### config.mk
export PLATFORM = sky130hd
export DESIGN_NAME = evt_irq_bank
export DESIGN_NICKNAME = d
export VERILOG_FILES = /design/src/rtl/eirq_pkg.sv /design/src/rtl/eirq_evt_decode.sv /design/src/rtl/eirq_status.sv /design/src/rtl/eirq_regs.sv /design/src/rtl/evt_irq_bank.sv
export SDC_FILE = /design/constraint.sdc
export NUM_CORES = 1
export LEC_CHECK = 0
export ABC_CLOCK_PERIOD_IN_PS = 1300
export BUFFER_PORTS_ARGS = -buffer_cell sky130_fd_sc_hd__buf_2
export CAP_MARGIN = 20
export CORE_MARGIN = 8
export CORE_UTILIZATION = 45
export DETAILED_ROUTE_END_ITERATION = 12
export PLACE_DENSITY_LB_ADDON = 0.12
export SLEW_MARGIN = 20
export SYNTH_ARGS = -nofsm -noshare
export SYNTH_HDL_FRONTEND = slang
export SYNTH_SLANG_ARGS = --single-unit
### constraint.sdc
create_clock -name clk_i -period 1.3 [get_ports clk_i]
set_input_delay 0.39 -clock clk_i [delete_from_list [all_inputs] [get_ports clk_i]]
set_output_delay 0.39 -clock clk_i [all_outputs]
set_load 0.02 [all_outputs]
### src/rtl/eirq_pkg.sv
package eirq_pkg;
  localparam int unsigned IDX_W      = 5;
  localparam int unsigned MAX_EVENTS = 1 << IDX_W;
  localparam int unsigned OFF_EN     = 32'h020;
  localparam int unsigned OFF_RAW    = 32'h024;
  localparam int unsigned OFF_MSK    = 32'h028;
  localparam int unsigned OFF_CLR    = 32'h02C;
  localparam int unsigned OFF_CFG    = 32'hE00;
  localparam int unsigned CFG_LSB    = 17;
endpackage

### src/rtl/eirq_evt_decode.sv
module eirq_evt_decode
  import eirq_pkg::*;
#(
  parameter int unsigned NUM_CHAN   = 4,
  parameter int unsigned NUM_EVENTS = 16
) (
  input  logic [NUM_CHAN-1:0]       evt_vld_i,
  input  logic [NUM_CHAN*IDX_W-1:0] evt_idx_i,
  output logic [NUM_EVENTS-1:0]     set_mask_o
);
  logic [NUM_EVENTS-1:0] hit [NUM_CHAN];

  // out-of-range indices match no bit
  for (genvar c = 0; c < NUM_CHAN; c++) begin : g_chan
    for (genvar e = 0; e < NUM_EVENTS; e++) begin : g_evt
      assign hit[c][e] = evt_vld_i[c] && (evt_idx_i[c*IDX_W +: IDX_W] == IDX_W'(e));
    end
  end

  always_comb begin
    set_mask_o = '0;
    for (int c = 0; c < NUM_CHAN; c++) set_mask_o = set_mask_o | hit[c];
  end
endmodule

### src/rtl/eirq_status.sv
module eirq_status #(
  parameter int unsigned NUM_EVENTS = 16
) (
  input  logic                  clk_i,
  input  logic                  rst_ni,
  input  logic [NUM_EVENTS-1:0] set_mask_i,
  input  logic [NUM_EVENTS-1:0] clr_mask_i,
  output logic [NUM_EVENTS-1:0] raw_o
);
  logic [NUM_EVENTS-1:0] raw_q;

  // set applied after clear: event wins a collision
  always_ff @(posedge clk_i or negedge rst_ni) begin
    if (!rst_ni) raw_q <= '0;
    else         raw_q <= (raw_q & ~clr_mask_i) | set_mask_i;
  end

  assign raw_o = raw_q;

  assert_set_R3: assert property (@(posedge clk_i) disable iff (!rst_ni)
    (set_mask_i != '0) |=> ((raw_q & $past(set_mask_i)) == $past(set_mask_i)));

  assert_sticky_R4: assert property (@(posedge clk_i) disable iff (!rst_ni)
    ((raw_q & ~clr_mask_i) != '0) |=> ((raw_q & $past(raw_q & ~clr_mask_i)) == $past(raw_q & ~clr_mask_i)));

  assert_clear_R5: assert property (@(posedge clk_i) disable iff (!rst_ni)
    ((clr_mask_i & ~set_mask_i) != '0) |=> ((raw_q & $past(clr_mask_i & ~set_mask_i)) == '0));

  assert_set_wins_R6: assert property (@(posedge clk_i) disable iff (!rst_ni)
    ((clr_mask_i & set_mask_i) != '0) |=> ((raw_q & $past(clr_mask_i & set_mask_i)) == $past(clr_mask_i & set_mask_i)));

  assert_no_spurious_R8: assert property (@(posedge clk_i) disable iff (!rst_ni)
    rst_ni |=> ((raw_q & ~$past(raw_q) & ~$past(set_mask_i)) == '0));
endmodule

### src/rtl/eirq_regs.sv
module eirq_regs
  import eirq_pkg::*;
#(
  parameter int unsigned AW         = 12,
  parameter int unsigned DW         = 32,
  parameter int unsigned NUM_EVENTS = 16
) (
  input  logic                  clk_i,
  input  logic                  rst_ni,
  input  logic                  req_i,
  input  logic                  we_i,
  input  logic [AW-1:0]         addr_i,
  input  logic [DW-1:0]         wdata_i,
  input  logic [NUM_EVENTS-1:0] raw_i,
  output logic [DW-1:0]         rdata_o,
  output logic [NUM_EVENTS-1:0] en_o,
  output logic [NUM_EVENTS-1:0] clr_mask_o
);
  localparam logic [AW-1:0] A_EN  = AW'(OFF_EN);
  localparam logic [AW-1:0] A_RAW = AW'(OFF_RAW);
  localparam logic [AW-1:0] A_MSK = AW'(OFF_MSK);
  localparam logic [AW-1:0] A_CLR = AW'(OFF_CLR);
  localparam logic [AW-1:0] A_CFG = AW'(OFF_CFG);
  localparam logic [DW-1:0] CFG_VAL = DW'((NUM_EVENTS - 1) << CFG_LSB);

  logic [NUM_EVENTS-1:0] en_q;
  logic [DW-1:0]         rdata_q;
  logic [DW-1:0]         rd_val;
  logic                  wr, rd;

  assign wr = req_i && we_i;
  assign rd = req_i && !we_i;

  always_ff @(posedge clk_i or negedge rst_ni) begin
    if (!rst_ni)                   en_q <= '0;
    else if (wr && addr_i == A_EN) en_q <= wdata_i[NUM_EVENTS-1:0];
  end

  assign clr_mask_o = (wr && addr_i == A_CLR) ? wdata_i[NUM_EVENTS-1:0] : '0;

  always_comb begin
    case (addr_i)
      A_EN:    rd_val = DW'(en_q);
      A_RAW:   rd_val = DW'(raw_i);
      A_MSK:   rd_val = DW'(raw_i & en_q);
      A_CFG:   rd_val = CFG_VAL;
      default: rd_val = '0;
    endcase
  end

  always_ff @(posedge clk_i or negedge rst_ni) begin
    if (!rst_ni)  rdata_q <= '0;
    else if (rd)  rdata_q <= rd_val;
  end

  assign rdata_o = rdata_q;
  assign en_o    = en_q;

  assert_en_write_R2: assert property (@(posedge clk_i) disable iff (!rst_ni)
    (wr && addr_i == A_EN) |=> (en_q == $past(wdata_i[NUM_EVENTS-1:0])));

  assert_clr_reads_zero_R5: assert property (@(posedge clk_i) disable iff (!rst_ni)
    (rd && addr_i == A_CLR) |=> (rdata_o == '0));

  assert_rd_hold_R11: assert property (@(posedge clk_i) disable iff (!rst_ni)
    !rd |=> $stable(rdata_o));
endmodule

### src/rtl/evt_irq_bank.sv
module evt_irq_bank
  import eirq_pkg::*;
#(
  parameter int unsigned AW         = 12,
  parameter int unsigned NUM_CHAN   = 4,
  parameter int unsigned NUM_EVENTS = 16
) (
  input  logic                      clk_i,
  input  logic                      rst_ni,
  input  logic                      req_i,
  input  logic                      we_i,
  input  logic [AW-1:0]             addr_i,
  input  logic [31:0]               wdata_i,
  output logic [31:0]               rdata_o,
  input  logic [NUM_CHAN-1:0]       evt_vld_i,
  input  logic [NUM_CHAN*IDX_W-1:0] evt_idx_i,
  output logic                      irq_o,
  output logic [NUM_EVENTS-1:0]     evt_irq_o
);
  localparam int unsigned DW = 32;

  logic [NUM_EVENTS-1:0] set_mask, clr_mask, raw, en, masked;

  eirq_evt_decode #(.NUM_CHAN(NUM_CHAN), .NUM_EVENTS(NUM_EVENTS)) u_dec (
    .evt_vld_i  (evt_vld_i),
    .evt_idx_i  (evt_idx_i),
    .set_mask_o (set_mask)
  );

  eirq_status #(.NUM_EVENTS(NUM_EVENTS)) u_stat (
    .clk_i      (clk_i),
    .rst_ni     (rst_ni),
    .set_mask_i (set_mask),
    .clr_mask_i (clr_mask),
    .raw_o      (raw)
  );

  eirq_regs #(.AW(AW), .DW(DW), .NUM_EVENTS(NUM_EVENTS)) u_regs (
    .clk_i      (clk_i),
    .rst_ni     (rst_ni),
    .req_i      (req_i),
    .we_i       (we_i),
    .addr_i     (addr_i),
    .wdata_i    (wdata_i),
    .raw_i      (raw),
    .rdata_o    (rdata_o),
    .en_o       (en),
    .clr_mask_o (clr_mask)
  );

  assign masked    = raw & en;
  assign evt_irq_o = masked;
  assign irq_o     = |masked;

  assert_irq_gate_R7: assert property (@(posedge clk_i) disable iff (!rst_ni)
    (en == '0) |-> !irq_o);
endmodule

Word level (Yosys, flattened, before mapping). Index checks and enable logic that the tools add are counted.

Eq/ne operators: 65. Muxes and demuxes: 2. Bitwise logic cells: 8. Reduce and logical (&&, ||, !) cells: 74.

Operator list (number): 5-bit by 4-bit == test with 1-bit output, second input constant (32); 32-bit one-hot mux with 4 select lines (1); 5-bit by 3-bit == test with 1-bit output, second input constant (16); 1-bit logical AND (68); 16-bit OR (4); 16-bit AND (3); 12-bit by 6-bit == test with 1-bit output, second input constant (4); 5-bit by 2-bit == test with 1-bit output, second input constant (8); 5-bit by 1-bit == test with 1-bit output, second input constant (4); 5-bit zero test (4); 16-bit 2-to-1 mux (1); 16-bit NOT (1); 16-bit OR reduction (1); 12-bit == test, second input constant (1); 1-bit zero test (1).

Bits in registers: 64. Input port bits: 72. Word-level logic and storage cells: 152.

Longest topological paths before layout. Gate-level depths: netlist of the first run.

Depth after elaboration: 6. Gate-level depth with buffers: 6.

By module. A second synthesis of the first run with hierarchy kept.

Cells, all modules: 336. Area, all modules: 3260.6 µm².

By module, submodules not included: eirq_regs (times used 1, cells each 190, area an instance 1970.6 µm², seq. area each 825.8 µm²); eirq_status (times used 1, cells each 48, area an instance 580.6 µm², seq. area each 400.4 µm²); eirq_evt_decode (times used 1, cells each 77, area an instance 569.3 µm², seq. area each 0.0 µm²); evt_irq_bank (times used 1, cells each 21, area an instance 140.1 µm², seq. area each 0.0 µm²).

Worst setup path before layout of the first run. OpenSTA, ideal clock, no wires.

Path type: input port to flip-flop. Start: input addr_i[4]. End: register u_regs.en_q[10], in the netlist u_regs.en_o[10]. Setup time: 0.125 ns. Arrival: 2.067 ns. Data required time: 1.175 ns. Path slack: -0.892 ns. Stages on the path: 5. Path buffers: 2. Cells stage by stage: or4_1 > buf_2 > nor4_4 > buf_6 > mux2_2.

Word-level cells in the longest chain between the ends: 2.

RTL lines: start: declaration (line evt_irq_bank.sv:12) `input logic [AW-1:0] addr_i,`; 12-bit by 6-bit == test with 1-bit output (line eirq_regs.sv:36) `else if (wr && addr_i == A_EN) en_q <= wdata_i[NUM_EVENTS-1:0];`; 1-bit logical AND (line eirq_regs.sv:36); end signal: assignment (line eirq_regs.sv:36); end: declaration (line eirq_regs.sv:26) `logic [NUM_EVENTS-1:0] en_q;`.

Every way passes these cells. A chain may end at the register's enable or synchronous reset.

Final worst setup path of the first run.
Start: register u_stat.raw_q[13], in the netlist u_stat.raw_o[13]. End: output irq_o.

Word-level cells in the longest chain between the ends: 2.

RTL lines: start: declaration (line eirq_status.sv:10) `logic [NUM_EVENTS-1:0] raw_q;`; start signal: assignment (line eirq_status.sv:15) `else raw_q <= (raw_q & ~clr_mask_i) | set_mask_i;`; 16-bit AND (line evt_irq_bank.sv:51) `assign masked = raw & en;`; 16-bit OR reduction (line evt_irq_bank.sv:53) `assign irq_o = |masked;`; end: declaration (line evt_irq_bank.sv:17) `output logic irq_o,`.

Every way passes these cells.

==> impl_metrics.ini, run 1 <==
[cts]
max-clock-path-buffers = 2
holdBufCountCts = 0
insertion_delay_ns = 0.31
root_buffer = sky130_fd_sc_hd__clkbuf_8
h-tree-depth = 2
clkSlewWorstSetupHoldPaths_ns = 0.10
cts_sinks = 49
numCtsBuffers = 5
cts_tree = yes

[die]
start_util_pct = 46.5
rows = 30
die_y_um = 100
ios = 121
fp.dieArea_um2 = 10000
die_width_um = 100
core_area_um2 = 6830

[power_and_ir_drop]
ir_worst_vdd_mv = 0.479
sequential_power_share_pct = 47.1
power_mw = 3.40
power-per-cell-area_nw_per_um2 = 624
share_clk_of_total_power_pct = 27.0
internal_power_mw = 2.35
power.switching_fraction_pct = 30.8
total_leakage_power_nw = 2.87
switching_power_mw = 1.05
comb_power_share_pct = 25.9

[status]
violations = negative setup slack
status = finished with violations

[place]
detailed_place.area_um2 = 4320
dpl_ws_ns = -0.797
gp_routability_congestion = 0.969
dp.final_hpwl_um = 8530
port_buffers = 92

[global_route]
grt_util_all_layers_pct = 26.4
grt-ovfl-total = 0
antenna_found_initial = 0
pin_count_of_the_biggest_net_entering_global_routing = 50
first_global_vias = 3805
grt_first_pass_wirelength_um = 20700

[layout]
finish.net_count = 584
ff_latch_area_um2 = 1230
post_route_cells_drive_above_1_share_pct = 55.8
antenna-diode-count = 0
finish.instance_area_um2 = 5450
final.fill_count = 399
synthToLayoutAreaGrowth_pct = 71.4
multi_input_area_um2 = 2290

[sta]
period_needed_ns = 2.08
post-route-period-util_pct = 160
max_clock_freq_ghz = 0.480
fin_tns_setup_ns = -26.56
grt_setup_unrepaired = yes
count_of_endpoints_failing_setup_in_the_final_report = 67
fin_worst_hold_slack_ns = 0.0483
finalClockSkew_ns = 0.00853
timing.final.hold_violations = 0
postLayoutSetupSlackWorst_ns = -0.784
maxSlewViolCount = 0

[worst_setup_path]
worstSetupStartpointType = register
crit_path_end_kind = output pin
timing.rr.start = u_stat.raw_o[12]
cp_data_arrival_time_ns = 1.69
r2r_end = u_regs.rdata_o[12]
reg2reg_depth = 6
worst-setup-path-type = reg -> out
timing.critical_path.to = irq_o
timing.critical_path.from = u_stat.raw_o[13]
critical_path_required_ns = 0.91
cp_max_fo = 2
worst-r2r-setup-slack_ns = -0.17

[drt]
route.detailed.vias_per_inst = 6.24
wl_per_cell_um = 23.3
remaining_drc_errors = 0
drt-initial-drc-count = 420
firstDrtPassIters = 5
vias = 3802
finalWirelength_um = 14200
final_antenna_net_count = 0

[synth]
yosysSeqAreaShare_pct = 38.6
synth_top_flop_cell = sky130_fd_sc_hd__dfrtp_1
yosysUniqueCellTypes = 36
synth_enable_flop_cells = 0
synth.largest_area_cell = sky130_fd_sc_hd__dfrtp_1
most_area_consuming_cells_after_synthesis = sky130_fd_sc_hd__dfrtp_1, sky130_fd_sc_hd__a22oi_1, sky130_fd_sc_hd__mux2_2
synthMostInstantiatedCell = sky130_fd_sc_hd__dfrtp_1
synth_cells = 322
ys_warn_count = 0
synth.cell_area_um2 = 3180
postSynthAreaPerCell_um2 = 9.87
yosys_register_bits = 49
leading_cell_types_by_count_after_synthesis = sky130_fd_sc_hd__dfrtp_1, sky130_fd_sc_hd__nand3_1, sky130_fd_sc_hd__a22oi_1, sky130_fd_sc_hd__and2_1, sky130_fd_sc_hd__nand2_1
synth.top_cell.area_share_pct = 38.6
synth_async_sr_flop_share_pct = 100

[min_path]
timing.hold.worst.class = in -> async

[flow_run]
max_cap_violations = 0
==> flip-flops by register name (all words and copies together) (netlist names) <==
register and count:
u_regs.rdata_o 17, u_regs.en_o 16, u_stat.raw_o 16
==> metal layers <==
metal  track usage (%)  vias to the layer above  wire length [um]
met1              30.8                     1822              5430
met5                 0                        -                 0
met3              4.71                       77              1190
met4              13.8                        0               721
li1                  -                     1622                 -
met2              45.0                      281              6840
==> cell families (layout without fill, tap and decap cells) <==
kind of cell | Yosys count | count (layout) | share of synthesized area, %
compound gates | 88 | 88 | 22.1
buf+inv | 36 | 216 | 6.81
flops | 49 | 49 | 38.6
mux | 16 | 16 | 5.67
other cells | 1 | 12 | 0.118
simple gates | 132 | 132 | 26.7
==> layout make-up <==
cell class,count,share of cell area (%)
inverters,2,0.138
flip-flops and latches,49,22.5
repair buffers,206,31.5
clock inverters,2,0.253
well taps,96,2.21
clock buffers,6,1.33
multi-input cells,248,42.0
==> stage by stage <==
stage / instances / utilization [%]
floorplan: 333 / -
global placement: 565 / 63.3
detailed placement: 565 / 63.3
CTS: 595 / 76.6
global route: 609 / 79.7
finish: 609 / 79.7
==> worst max-delay path, cell delays in order, from the launching register on <==
cell                      delay [ns]
sky130_fd_sc_hd__dfrtp_1        0.43
sky130_fd_sc_hd__and2_4         0.18
sky130_fd_sc_hd__nor4_4         0.37
sky130_fd_sc_hd__nand4_1        0.22
sky130_fd_sc_hd__buf_6          0.19
==> worst min path at each step <==
stage                       from                  to
after floorplan           rst_ni      u_regs.en_o[0]
after global placement    rst_ni  u_regs.rdata_o[19]
after detailed placement  rst_ni  u_regs.rdata_o[19]
after CTS                 rst_ni   u_regs.rdata_o[7]
after global routing      rst_ni  u_regs.rdata_o[15]
final                     rst_ni   u_regs.rdata_o[6]
==> repair_timing <==
| action | CTS | global route |
|---|---|---|
| gates resized for setup | 120 | 28 |
| gates cloned | 4 | 0 |
| buffers inserted | 24 | 17 |
| setup endpoints to repair | 66 | 73 |
| pin swaps | 51 | 26 |
==> layout by cell type, fill, tap and decap left out, types with 14 or more instances in the layout <==
cell type / synthesis / routed
sky130_fd_sc_hd__a32oi_1: 14 / 14
sky130_fd_sc_hd__buf_2: 2 / 68
sky130_fd_sc_hd__nand2_1: 18 / 18
sky130_fd_sc_hd__mux2_4: 0 / 16
sky130_fd_sc_hd__dfrtp_1: 49 / 48
sky130_fd_sc_hd__buf_4: 15 / 79
sky130_fd_sc_hd__and2_4: 0 / 16
sky130_fd_sc_hd__o41ai_4: 0 / 17
sky130_fd_sc_hd__buf_6: 3 / 47
sky130_fd_sc_hd__nand3_1: 32 / 32
sky130_fd_sc_hd__a22oi_1: 30 / 30
==> power groups by stage <==
stage               sequential [mW]  clock [mW]  combinational [mW]
finish                         1.60       0.917               0.881
CTS                            1.59       0.918               0.803
global route                   1.60       0.975               0.924
detailed placement             1.62           0               0.648
floorplan                      1.63           0               0.310
global placement               1.62           0               0.640
Note: power is estimated with default switching activity, not from simulation.
==> run 2, diff against run 1 <==
- CORE_UTILIZATION: 45 -> 46
- CTS_BUF_LIST: unset -> sky130_fd_sc_hd__clkbuf_8
==> impl_metrics.ini, run 2 (synthesis gave the netlist of run 1 again) <==
[status]
status = finished with violations
violations = negative setup slack

[drt]
remaining_drc_errors = 0
drt-initial-drc-count = 361
final_antenna_net_count = 0
route.detailed.vias_per_inst = 6.43
firstDrtPassIters = 5
vias = 3756
finalWirelength_um = 13600
wl_per_cell_um = 23.3

[power_and_ir_drop]
power_mw = 3.34
power-per-cell-area_nw_per_um2 = 634
total_leakage_power_nw = 2.77
ir_worst_vdd_mv = 0.480

[sta]
timing.final.hold_violations = 0
max_slew.worst_pin.slew_ns = 0.758
fin_worst_hold_slack_ns = 0.0599
finalClockSkew_ns = 0.0113
maxSlewViolCount = 0
grt_setup_unrepaired = yes
count_of_endpoints_failing_setup_in_the_final_report = 65
post-route-period-util_pct = 154
postLayoutSetupSlackWorst_ns = -0.699
worst_slew_margin_rel_pct = 48.7
max_clock_freq_ghz = 0.500
period_needed_ns = 2.00

[global_route]
first_global_vias = 3585
antenna_found_initial = 0
pin_count_of_the_biggest_net_entering_global_routing = 50
grt_util_all_layers_pct = 23.8
grt_first_pass_wirelength_um = 18700
grt-ovfl-total = 0

[place]
dpl_ws_ns = -0.795
gp_routability_congestion = 0.982
port_buffers = 92
detailed_place.area_um2 = 4290
dp.final_hpwl_um = 8270

[cts]
cts_sinks = 49
numCtsBuffers = 5
clkSlewWorstSetupHoldPaths_ns = 0.10
holdBufCountCts = 0
insertion_delay_ns = 0.30
h-tree-depth = 2
max-clock-path-buffers = 2
cts_tree = yes
root_buffer = sky130_fd_sc_hd__clkbuf_8

[worst_setup_path]
worstSetupStartpointType = register
worst-r2r-setup-slack_ns = -0.12
timing.critical_path.to = irq_o
timing.critical_path.from = u_regs.en_o[0]
cp_max_fo = 2
reg2reg_depth = 6
timing.rr.start = u_stat.raw_o[5]
cp_data_arrival_time_ns = 1.61
worst-setup-path-type = reg -> out
r2r_end = u_regs.rdata_o[5]
crit_path_end_kind = output pin
critical_path_required_ns = 0.91

[die]
fp.dieArea_um2 = 9820
start_util_pct = 47.0
die_width_um = 99.1
die_y_um = 99.1
rows = 30
core_area_um2 = 6760
ios = 121

[layout]
post_route_cells_drive_above_1_share_pct = 55.0
largest_reg_flops = 17
finalCoreUtilization_pct = 78.0
antenna-diode-count = 0
finish.net_count = 575
layout.cells.most_common_list = sky130_fd_sc_hd__buf_4, sky130_fd_sc_hd__buf_2, sky130_fd_sc_hd__dfrtp_1
finish.instance_area_um2 = 5270
synthToLayoutAreaGrowth_pct = 65.9
most_frequent_standard_cell_in_the_layout_excluding_fill_and_tap_cells = sky130_fd_sc_hd__buf_4

[min_path]
timing.hold.worst.class = in -> async

[flow_run]
max_cap_violations = 0
-- run 2: changes by cell type in the layout (fill, tap and decap cells not counted), moves of 2 or more --
cell | previous run | this run
sky130_fd_sc_hd__inv_1 | 2 | 4
sky130_fd_sc_hd__buf_6 | 47 | 42
sky130_fd_sc_hd__buf_16 | 3 | 0
sky130_fd_sc_hd__buf_4 | 79 | 81
sky130_fd_sc_hd__buf_2 | 68 | 65
-- run 2: power breakdown --
| part | internal, mW | switching [mW] |
|---|---|---|
| Sequential | 1.57 | 0.0335 |
| Clock | 0.367 | 0.525 |
| Combinational | 0.386 | 0.467 |
| Total | 2.32 | 1.02 |
-- run 2: layer usage --
layer,GRT usage [%],vias up,share of wire (%),routed length [um]
li1,-,1606,-,-
met3,3.63,66,7.4,1000
met5,0,-,0,0
met1,28.4,1837,40,5400
met2,40.5,247,48,6510
met4,12.3,0,5.2,708
-- run 2: worst min path at each step --
stage,start,to,slack [ns]
2_1_floorplan,rst_ni,u_regs.en_o[0],0.09
3_3_place_gp,rst_ni,u_regs.rdata_o[15],0.39
3_5_place_dp,rst_ni,u_regs.rdata_o[15],0.39
4_1_cts,rst_ni,u_regs.rdata_o[15],0.07
5_1_grt,rst_ni,u_regs.rdata_o[19],0.08
6_report,rst_ni,u_regs.rdata_o[6],0.06
-- run 2: worst max-delay path: stages, from the launching register on --
cell                      delay, ns
sky130_fd_sc_hd__dfrtp_1       0.40
sky130_fd_sc_hd__and2_4        0.19
sky130_fd_sc_hd__nor4_4        0.26
sky130_fd_sc_hd__buf_4         0.15
sky130_fd_sc_hd__nand4_1       0.11
sky130_fd_sc_hd__buf_4         0.20
-- run 2: area by class of cell --
| cell class | instances | area (um^2) |
|---|---|---|
| Inverter | 2 | 7.51 |
| Sequential cell | 49 | 1230 |
| Tap cell | 80 | 100 |
| Clock buffer | 5 | 68.8 |
| Clock inverter | 3 | 15.0 |
| Timing Repair Buffer | 197 | 1580 |
| Fill cell | 427 | 1490 |
| Multi-Input combinational cell | 248 | 2270 |
-- run 2: stage by stage --
stage,cells,TNS [ns]
6_report,584,-23.48
5_1_grt,584,-24.70
4_1_cts,564,-21.93
3_5_place_dp,547,-35.62
3_3_place_gp,547,-34.39
2_1_floorplan,333,-28.77
-- run 2: what timing repair did --
item                                    4_1_cts  5_1_grt
hold endpoints to repair                      0        0
pin swaps                                    40       28
gates cloned                                  2        1
endpoints found under the setup margin       66       72
buffers inserted                              8       22
resized for setup                            96       47
==> run 3, diff against run 2 <==
- GPL_TIMING_DRIVEN: unset -> 0
- PLACE_DENSITY: unset -> 0.83
- PLACE_DENSITY_LB_ADDON: 0.12 -> unset
==> impl_metrics.ini, run 3 (synthesis gave the netlist of run 1 again) <==
[sta]
worst_slew_margin_rel_pct = 39.5
finalClockSkew_ns = 0.0121
grt_setup_unrepaired = yes
maxSlewViolCount = 0
max_slew.worst_pin.slew_ns = 0.895
max_clock_freq_ghz = 0.489
fin_tns_setup_ns = -24.28
postLayoutSetupSlackWorst_ns = -0.747
timing.final.hold_violations = 0
post-route-period-util_pct = 157
period_needed_ns = 2.05
count_of_endpoints_failing_setup_in_the_final_report = 71
fin_worst_hold_slack_ns = 0.0861

[layout]
largest_reg_flops = 17
finalCoreUtilization_pct = 78.1
synthToLayoutAreaGrowth_pct = 66.0
post_route_cells_drive_above_1_share_pct = 53.5
final.fill_count = 378
most_frequent_standard_cell_in_the_layout_excluding_fill_and_tap_cells = sky130_fd_sc_hd__buf_2
layout.cells.most_common_list = sky130_fd_sc_hd__buf_2, sky130_fd_sc_hd__buf_4, sky130_fd_sc_hd__dfrtp_1
finish.net_count = 566

[drt]
firstDrtPassIters = 6
final_antenna_net_count = 0
drt-initial-drc-count = 506
remaining_drc_errors = 0
wl_per_cell_um = 26.9
vias = 3974
route.detailed.vias_per_inst = 6.90
finalWirelength_um = 15500

[die]
die_y_um = 99.1
die_width_um = 99.1
start_util_pct = 47.0
rows = 30
core_area_um2 = 6760
ios = 121
fp.dieArea_um2 = 9820

[cts]
h-tree-depth = 2
max-clock-path-buffers = 2
clkSlewWorstSetupHoldPaths_ns = 0.10
insertion_delay_ns = 0.32
holdBufCountCts = 0
cts_tree = yes
cts_sinks = 49
numCtsBuffers = 5
root_buffer = sky130_fd_sc_hd__clkbuf_8

[worst_setup_path]
r2r_end = u_regs.rdata_o[6]
crit_path_end_kind = output pin
cp_max_fo = 2
critical_path_required_ns = 0.91
cp_data_arrival_time_ns = 1.66
worstSetupStartpointType = register
reg2reg_depth = 5
worst-setup-path-type = reg -> out
worst-r2r-setup-slack_ns = -0.10
timing.rr.start = u_stat.raw_o[6]

[power_and_ir_drop]
ir_worst_vdd_mv = 0.473
power-per-cell-area_nw_per_um2 = 662
total_leakage_power_nw = 2.77

[place]
dpl_ws_ns = -1.13
dp.final_hpwl_um = 7930
gp_routability_congestion = 0.974
port_buffers = 92

[global_route]
pin_count_of_the_biggest_net_entering_global_routing = 50
first_global_vias = 3850
grt_util_all_layers_pct = 26.8
grt_first_pass_wirelength_um = 20800
grt-ovfl-total = 0
antenna_found_initial = 1

[status]
status = finished with violations
violations = negative setup slack

[flow_run]
max_cap_violations = 0

[min_path]
timing.hold.worst.class = in -> async
-- run 3: cell count changes in the layout (fill, tap and decap cells not counted), sizes merged --
cell	delta
clkbuf	+15
clkinvlp	-1
buf	-23
inv	-2
clkinv	+2
diode	+1
-- run 3: critical path, stage by stage, from the launching register on --
cell                      delay (ns)
sky130_fd_sc_hd__dfrtp_1        0.43
sky130_fd_sc_hd__and2_4         0.19
sky130_fd_sc_hd__nor4_4         0.32
sky130_fd_sc_hd__nand4_1        0.21
sky130_fd_sc_hd__buf_6          0.18
-- run 3: worst max-delay path by stage --
stage | startpoint | to | slack (ns)
after global routing | u_regs.en_o[15] | irq_o | -0.76
after detailed placement | addr_i[9] | u_regs.en_o[11] | -1.13
after floorplan | addr_i[9] | u_regs.en_o[10] | -0.85
after CTS | u_stat.raw_o[10] | irq_o | -0.61
final | u_regs.en_o[15] | irq_o | -0.75
after global placement | addr_i[9] | u_regs.en_o[11] | -1.10
-- run 3: what timing repair did --
item	in CTS	in global routing
setup endpoints to repair	70	74
endpoints found under the hold margin	0	0
pin swaps	48	24
gates resized for setup	122	39
setup buffers	46	16
cloned	4	1
-- run 3: layout make-up --
| type | instances | area, um^2 | area share, % |
|---|---|---|---|
| multi-input combinational | 248 | 2320 | 44.0 |
| timing repair buffer | 156 | 1250 | 23.6 |
| sequential | 49 | 1230 | 23.3 |
| buffer | 32 | 272 | 5.15 |
| tap | 80 | 100 | 1.90 |
| clock buffer | 6 | 82.6 | 1.57 |
| clock inverter | 2 | 13.8 | 0.261 |
| inverter | 2 | 7.51 | 0.142 |
| antenna | 1 | 2.50 | 0.0474 |
-- run 3: report_power, final --
group	leakage (nW)	internal, mW	switching [mW]
clock network	0.0512	0.433	0.579
logic	2.12	0.376	0.497
registers	0.604	1.57	0.0390
-- run 3: per-stage QoR --
step,instance area (um^2),instances,power [mW]
after floorplan,3370,333,1.94
after global placement,3930,505,2.17
after detailed placement,3930,505,2.18
after CTS,4980,562,3.29
after global routing,5280,576,3.56
final,5280,576,3.49
-- run 3: routing by layer --
layer	global-route usage, %	part of all wire, %	up-vias
met2	44.6	46	385
li1	-	-	1596
met4	13.2	5.8	0
met3	6.63	11	96
met5	0	0	-
met1	31.7	37	1897
